File: src/rtl/snoop_pkg.sv
package snoop_pkg;

  typedef enum logic [2:0] {
    ST_IDLE,
    ST_SNOOP,
    ST_SUPPLY,
    ST_MEMRD,
    ST_DONE
  } bus_state_t;

  function automatic logic [31:0] power_up_word(input int unsigned a);
    return (32'(a) * 32'h9E3779B1) ^ 32'hA5A50000;
  endfunction

endpackage

File: src/rtl/rr_arbiter.sv
module rr_arbiter #(
  parameter int N     = 4,
  localparam int IW   = (N > 1) ? $clog2(N) : 1
) (
  input  logic [N-1:0]  req,
  input  logic [IW-1:0] start,
  output logic [N-1:0]  pick_oh,
  output logic [IW-1:0] pick_idx,
  output logic          pick_any
);
  // Walk offsets from farthest to nearest so the nearest requester wins.
  always_comb begin
    pick_oh  = '0;
    pick_idx = '0;
    pick_any = 1'b0;
    for (int k = N - 1; k >= 0; k--) begin
      automatic int j = (int'(start) + k) % N;
      if (req[j]) begin
        pick_oh    = '0;
        pick_oh[j] = 1'b1;
        pick_idx   = IW'(j);
        pick_any   = 1'b1;
      end
    end
  end


  pick_onehot_chk: assert final ($onehot0(pick_oh));
endmodule

File: src/rtl/lowest_pick.sv
module lowest_pick #(
  parameter int N   = 4,
  localparam int IW = (N > 1) ? $clog2(N) : 1
) (
  input  logic [N-1:0]  vec,
  output logic [N-1:0]  oh,
  output logic [IW-1:0] idx,
  output logic          any
);
  always_comb begin
    oh  = '0;
    idx = '0;
    any = 1'b0;
    for (int k = N - 1; k >= 0; k--) begin
      if (vec[k]) begin
        oh    = '0;
        oh[k] = 1'b1;
        idx   = IW'(k);
        any   = 1'b1;
      end
    end
  end
endmodule

File: src/rtl/snoop_mem.sv
module snoop_mem
  import snoop_pkg::*;
#(
  parameter int AW    = 6,
  parameter int DW    = 32,
  localparam int DEPTH = 1 << AW
) (
  input  logic          clk,
  input  logic          we,
  input  logic [AW-1:0] waddr,
  input  logic [DW-1:0] wdata,
  input  logic [AW-1:0] raddr,
  output logic [DW-1:0] rdata
);
  logic [DW-1:0] store [DEPTH];

  // fixed power-up pattern
  initial begin
    for (int i = 0; i < DEPTH; i++) store[i] = DW'(power_up_word(i));
  end

  always_ff @(posedge clk) begin
    if (we) store[waddr] <= wdata;
    rdata <= store[raddr];
  end
endmodule

File: src/rtl/snoop_bus_ctrl.sv
module snoop_bus_ctrl
  import snoop_pkg::*;
#(
  parameter int N_CACHE = 4,
  parameter int ADDR_W  = 6,
  parameter int DATA_W  = 32,
  parameter int MEM_LAT = 3,
  localparam int IDX_W  = (N_CACHE > 1) ? $clog2(N_CACHE) : 1,
  localparam int CNT_W  = (MEM_LAT > 1) ? $clog2(MEM_LAT) : 1
) (
  input  logic                        clk,
  input  logic                        rst,
  input  logic [N_CACHE-1:0]          req_valid,
  input  logic [N_CACHE-1:0]          req_inv,
  input  logic [N_CACHE*ADDR_W-1:0]   req_addr,
  output logic [N_CACHE-1:0]          grant,
  output logic                        snp_valid,
  output logic                        snp_inv,
  output logic [ADDR_W-1:0]           snp_addr,
  output logic [IDX_W-1:0]            snp_src,
  input  logic [N_CACHE-1:0]          snp_hit,
  input  logic [N_CACHE-1:0]          snp_dirty,
  output logic [N_CACHE-1:0]          sup_sel,
  input  logic [N_CACHE*DATA_W-1:0]   sup_data,
  output logic                        rsp_valid,
  output logic [DATA_W-1:0]           rsp_data,
  output logic                        rsp_shared
);
  bus_state_t         state;
  logic [IDX_W-1:0]   rr_ptr;
  logic [IDX_W-1:0]   sup_idx;
  logic               sup_dirty_q;
  logic [CNT_W-1:0]   wait_cnt;

  // arbitration
  logic [N_CACHE-1:0] arb_oh;
  logic [IDX_W-1:0]   arb_idx;
  logic               arb_any;

  rr_arbiter #(.N(N_CACHE)) u_arb (
    .req      (req_valid),
    .start    (rr_ptr),
    .pick_oh  (arb_oh),
    .pick_idx (arb_idx),
    .pick_any (arb_any)
  );

  // supplier choice: other caches only, lowest index first
  logic [N_CACHE-1:0] other_hit;
  logic [N_CACHE-1:0] pick_oh;
  logic [IDX_W-1:0]   pick_idx;
  logic               pick_any;

  assign other_hit = snp_hit & ~grant;

  lowest_pick #(.N(N_CACHE)) u_pick (
    .vec (other_hit),
    .oh  (pick_oh),
    .idx (pick_idx),
    .any (pick_any)
  );

  // memory
  logic [DATA_W-1:0] mem_q;
  logic [DATA_W-1:0] sup_word;
  logic              mem_we;

  assign sup_word = sup_data[sup_idx*DATA_W +: DATA_W];
  assign mem_we   = (state == ST_SUPPLY) && sup_dirty_q;

  snoop_mem #(.AW(ADDR_W), .DW(DATA_W)) u_mem (
    .clk   (clk),
    .we    (mem_we),
    .waddr (snp_addr),
    .wdata (sup_word),
    .raddr (snp_addr),
    .rdata (mem_q)
  );

  always_ff @(posedge clk) begin
    if (rst) begin
      state       <= ST_IDLE;
      rr_ptr      <= '0;
      grant       <= '0;
      snp_valid   <= 1'b0;
      snp_inv     <= 1'b0;
      snp_addr    <= '0;
      snp_src     <= '0;
      sup_sel     <= '0;
      sup_idx     <= '0;
      sup_dirty_q <= 1'b0;
      wait_cnt    <= '0;
      rsp_valid   <= 1'b0;
      rsp_data    <= '0;
      rsp_shared  <= 1'b0;
    end else begin
      unique case (state)
        ST_IDLE: begin
          if (arb_any) begin
            grant     <= arb_oh;
            snp_valid <= 1'b1;
            snp_src   <= arb_idx;
            snp_inv   <= req_inv[arb_idx];
            snp_addr  <= req_addr[arb_idx*ADDR_W +: ADDR_W];
            state     <= ST_SNOOP;
          end
        end
        ST_SNOOP: begin
          snp_valid  <= 1'b0;
          rsp_shared <= pick_any;
          if (snp_inv) begin
            rsp_valid <= 1'b1;
            rsp_data  <= '0;
            state     <= ST_DONE;
          end else if (pick_any) begin
            sup_sel     <= pick_oh;
            sup_idx     <= pick_idx;
            sup_dirty_q <= snp_dirty[pick_idx];
            state       <= ST_SUPPLY;
          end else begin
            wait_cnt <= CNT_W'(MEM_LAT - 1);
            state    <= ST_MEMRD;
          end
        end
        ST_SUPPLY: begin
          sup_sel     <= '0;
          sup_dirty_q <= 1'b0;
          rsp_valid   <= 1'b1;
          rsp_data    <= sup_word;
          state       <= ST_DONE;
        end
        ST_MEMRD: begin
          if (wait_cnt == '0) begin
            rsp_valid <= 1'b1;
            rsp_data  <= mem_q;
            state     <= ST_DONE;
          end else begin
            wait_cnt <= wait_cnt - 1'b1;
          end
        end
        ST_DONE: begin
          rsp_valid <= 1'b0;
          grant     <= '0;
          rr_ptr    <= (snp_src == IDX_W'(N_CACHE - 1)) ? '0 : snp_src + 1'b1;
          state     <= ST_IDLE;
        end
        default: state <= ST_IDLE;
      endcase
    end
  end


  grant_onehot_chk: assert property (@(posedge clk) disable iff (rst)
    $onehot0(grant));


  grant_hold_chk: assert property (@(posedge clk) disable iff (rst)
    (grant != '0 && !rsp_valid) |=> $stable(grant));


  grant_release_chk: assert property (@(posedge clk) disable iff (rst)
    rsp_valid |-> (grant != '0) ##1 (grant == '0));


  snoop_owned_chk: assert property (@(posedge clk) disable iff (rst)
    snp_valid |-> grant[snp_src]);


  snoop_single_chk: assert property (@(posedge clk) disable iff (rst)
    snp_valid |=> !snp_valid);


  supplier_other_chk: assert property (@(posedge clk) disable iff (rst)
    (sup_sel != '0) |-> ($onehot(sup_sel) && ((sup_sel & grant) == '0)));


  supply_resp_chk: assert property (@(posedge clk) disable iff (rst)
    (sup_sel != '0) |=> (rsp_valid && sup_sel == '0));


  inv_no_supply_chk: assert property (@(posedge clk) disable iff (rst)
    (snp_inv && grant != '0) |-> (sup_sel == '0));
endmodule

File: config.mk
export PLATFORM = sky130hd
export DESIGN_NAME = snoop_bus_ctrl
export DESIGN_NICKNAME = d
export VERILOG_FILES = /design/src/rtl/snoop_pkg.sv /design/src/rtl/rr_arbiter.sv /design/src/rtl/lowest_pick.sv /design/src/rtl/snoop_mem.sv /design/src/rtl/snoop_bus_ctrl.sv
export SDC_FILE = /design/constraint.sdc
export NUM_CORES = 2
export LEC_CHECK = 0
export ABC_AREA = 1
export BUFFER_PORTS_ARGS = -buffer_cell sky130_fd_sc_hd__buf_2
export CELL_PAD_IN_SITES_DETAIL_PLACEMENT = 1
export CELL_PAD_IN_SITES_GLOBAL_PLACEMENT = 2
export CORE_UTILIZATION = 40
export CTS_CLUSTER_SIZE = 28
export DETAILED_ROUTE_END_ITERATION = 7
export GPL_TIMING_DRIVEN = 0
export PLACE_DENSITY_LB_ADDON = 0.1
export SLEW_MARGIN = 20
export SYNTH_ARGS = -nofsm -noshare
export SYNTH_HDL_FRONTEND = slang
export SYNTH_SLANG_ARGS = --single-unit
File: constraint.sdc
create_clock -name clk -period 5.57 [get_ports clk]
set_input_delay 1.114 -clock clk [delete_from_list [all_inputs] [get_ports clk]]
set_output_delay 1.114 -clock clk [all_outputs]
set_load 0.005 [all_outputs]
==> impl_metrics.py <==
metrics = {
    "power_and_ir_drop": {
        "power.leakage_nw": 35.0,
        "peakVddDrop_mv": 0.280,
        "powerDensity_mw_per_mm2": 507,
    },
    "floorplanning": {
        "start_util": 0.405,
        "dieArea_mm2": 0.205,
        "pin_count": 222,
        "fp-row-count": 164,
        "fp.coreArea_mm2": 0.201,
        "dieWidth_um": 452,
        "dieHeight_um": 452,
    },
    "logic_synthesis": {
        "synth_warnings": 0,
        "synth_top_area_share": 0.758,
        "syn_area_mm2": 0.0812,
        "avgSynthCellArea_um2": 13.6,
        "synth_edf_count": 2048,
        "yosysSeqAreaShare": 0.781,
        "syn_nets": 6159,
        "yosys.area.top_type": "edfxtp_1",
        "syn-instance-count": 5979,
        "synth_area_leaders": "edfxtp_1 76%, nand2_1 8.6%, nand4_1 2.4%, dfxtp_1 2.3%, a22oi_1 1.8%",
        "async_flop_share": 0,
        "synthFlopType": "edfxtp_1",
        "synth_cell_types": 45,
        "ys_ff_latch": 2142,
    },
    "final_layout": {
        "layout-drive-gt1-share": 0.172,
        "syn_to_final_growth_pct": 24.7,
        "fin_cells": 9617,
        "seq_area_mm2": 0.0634,
        "multi_input_area_mm2": 0.0168,
        "final_nets": 6912,
        "fillers": 19800,
        "final_util": 0.504,
    },
    "run": {
        "max_cap_viol_count": 0,
    },
    "clock_tree": {
        "tritoncts": "yes",
        "cts_made_buffers": 225,
        "htree_levels": 4,
        "clock_path_buffers": 3,
        "postCtsSetupRepairBufs": 0,
        "clkSinkCount": 2142,
        "ctsHoldBuffers": 0,
        "cts_root_buf": "clkbuf_16",
        "clk_pin_slew_ns": 0.06,
        "clock_latency_ns": 0.89,
        "cts_resized": 0,
    },
    "sta": {
        "fin_tns_setup_ns": 0,
        "worst_pin_slew_ns": 1.28,
        "fin_ws_ns": 0.266,
        "hold_viol_final": 0,
        "post-route-min-period_ns": 5.30,
        "rsz0062_at_grt": "false",
        "slew_headroom": 0.140,
        "fmax_ghz": 0.189,
        "skew_ns": 0.0370,
        "drv_slew": 0,
        "finalCritPeriodShare": 0.952,
        "setup_violations": 0,
    },
    "critical_path": {
        "path_cells": "nand3_1 -> inv_1 -> buf_2 -> buf_2 -> buf_2 -> nand2_1 -> nor2_4 -> buf_16 -> buf_12 -> buf_12",
        "cp.required_ns": 6.15,
        "crit_arrival_ns": 5.88,
        "critPathMaxFanout": 11,
        "end_kind": "register",
        "reg2reg_depth": 10,
        "worstSetupPathType": "reg2reg",
        "slowest_delay_ns": 0.83,
        "critPathLaunchType": "register",
        "crit_top_cell": "buf_2",
        "critical-path-slowest-cell": "nor2_4",
    },
    "global_route": {
        "grt.total_usage": 0.401,
        "antenna_found_initial": 44,
        "grt_overflow_total": 0,
        "grt_pass1_wl_um": 535000,
        "grt_max_degree": 34,
        "grt_pass1_vias": 56400,
    },
    "placed_design": {
        "gp_congestion": 0.906,
        "post-dp-hpwl_um": 305000,
        "dp_cells": 9161,
        "place_ws_ns": 0.490,
        "io_buffers": 220,
    },
    "drt": {
        "drc": 0,
        "dr_total_vias": 60400,
        "via_per_inst": 6.28,
        "post_drt_wl_per_cell_um": 43.2,
        "drtPass1Iterations": 8,
        "ant_nets": 0,
        "wl_um": 416000,
        "drt_iter0_markers": 11000,
    },
    "min_path": {
        "hold_class": "reg2reg",
        "min_path_cells": 2,
    },
    "run_status": {
        "status": "completed",
    },
}
## worst paths after layout
kind / startpoint / endpoint / slack [ns]
max: snp_addr[1] / u_mem.store[15][2] / 0.27
min reg2reg: sup_sel[0] / sup_sel[0] / 0.46
max reg2reg: snp_addr[1] / u_mem.store[15][2] / 0.27
min: sup_sel[0] / sup_sel[0] / 0.46
## flip-flops by register name, indices dropped and copies added (netlist names)
signal	cells
sup_idx	2
snp_inv	1
rsp_valid	1
rsp_data	32
snp_src	2
u_mem.rdata	32
grant	4
rsp_shared	1
rr_ptr	2
sup_sel	4
u_mem.store	2048
snp_valid	1
wait_cnt	2
state	3
sup_dirty_q	1
snp_addr	6
## cell type report
class / count / area share
sequential: 2142 / 0.626
multi-input combinational: 3376 / 0.166
timing repair buffer: 526 / 0.0831
clock buffer: 292 / 0.0595
tap: 2656 / 0.0328
buffer: 294 / 0.0139
clock inverter: 120 / 0.0109
inverter: 167 / 0.00622
antenna: 44 / 0.00109
## placed cells by master (no fill, tap or decap), types with 62 or more instances in the layout
master	instances
a21oi_1	133
a22oi_1	196
buf_12	112
buf_16	178
buf_2	369
clkbuf_1	131
clkbuf_16	227
dfxtp_1	94
edfxtp_1	2048
inv_1	150
nand2_1	1858
nand3_1	127
nand4_1	315
nor2_1	180
nor2_4	64
o21ai_0	232
o21ai_1	62
## layer usage
layer,wire [um],vias up,track usage
met5,157,-,0
met4,28300,20,0.236
met3,52900,1040,0.112
met2,178000,4577,0.582
met1,156000,31400,0.537
li1,-,23400,-
## through the flow
stage / power, mW / hold WS, ns / area, um2
6_report: 51.3 / 0.462 / 101000
5_1_grt: 51.9 / 0.475 / 101000
3_3_place_gp: 34.2 / 0.448 / 85600
2_1_floorplan: 26.0 / 0.441 / 81200
4_1_cts: 50.7 / 0.463 / 101000
3_5_place_dp: 36.1 / 0.455 / 94000
## power breakdown
group          switching [mW]  internal, mW  total [mW]
clock                    6.61          8.29        14.9
combinational            12.4          4.05        16.4
sequential              0.222          19.7        20.0
total                    19.2          32.1        51.3
## synth_stat cells (16+ instances only)
cell type  count
nand3_1      127
a22o_1        60
edfxtp_1    2048
nand4_1      315
dfxtp_1       94
o2111ai_1     31
a22oi_1      196
nand2_1     1858
clkbuf_1     130
a21oi_1      133
o21ai_1       55
buf_1         22
o21ai_0      239
inv_1        150
nand3b_1      16
buf_2        135
o22ai_1       32
nor2_1       244
## logic make-up (layout without fill, tap and decap cells)
logic type / after synthesis / count (layout) / share of synthesized area
simple gates: 2605 / 2605 / 0.135
compound gates: 761 / 761 / 0.0584
flops: 2142 / 2142 / 0.781
fa+ha+maj: 10 / 10 / 0.00154
buf+inv: 461 / 1399 / 0.0241
other cells: 0 / 44 / 0
## worst max-delay path, delay by kind of cell (launching register included)
family | cells | cell delay (ns)
buffers and inverters | 7 | 2.28
and+or+nand+nor | 3 | 2.06
DFF | 1 | 0.56
(Power assumes the default switching activity.)
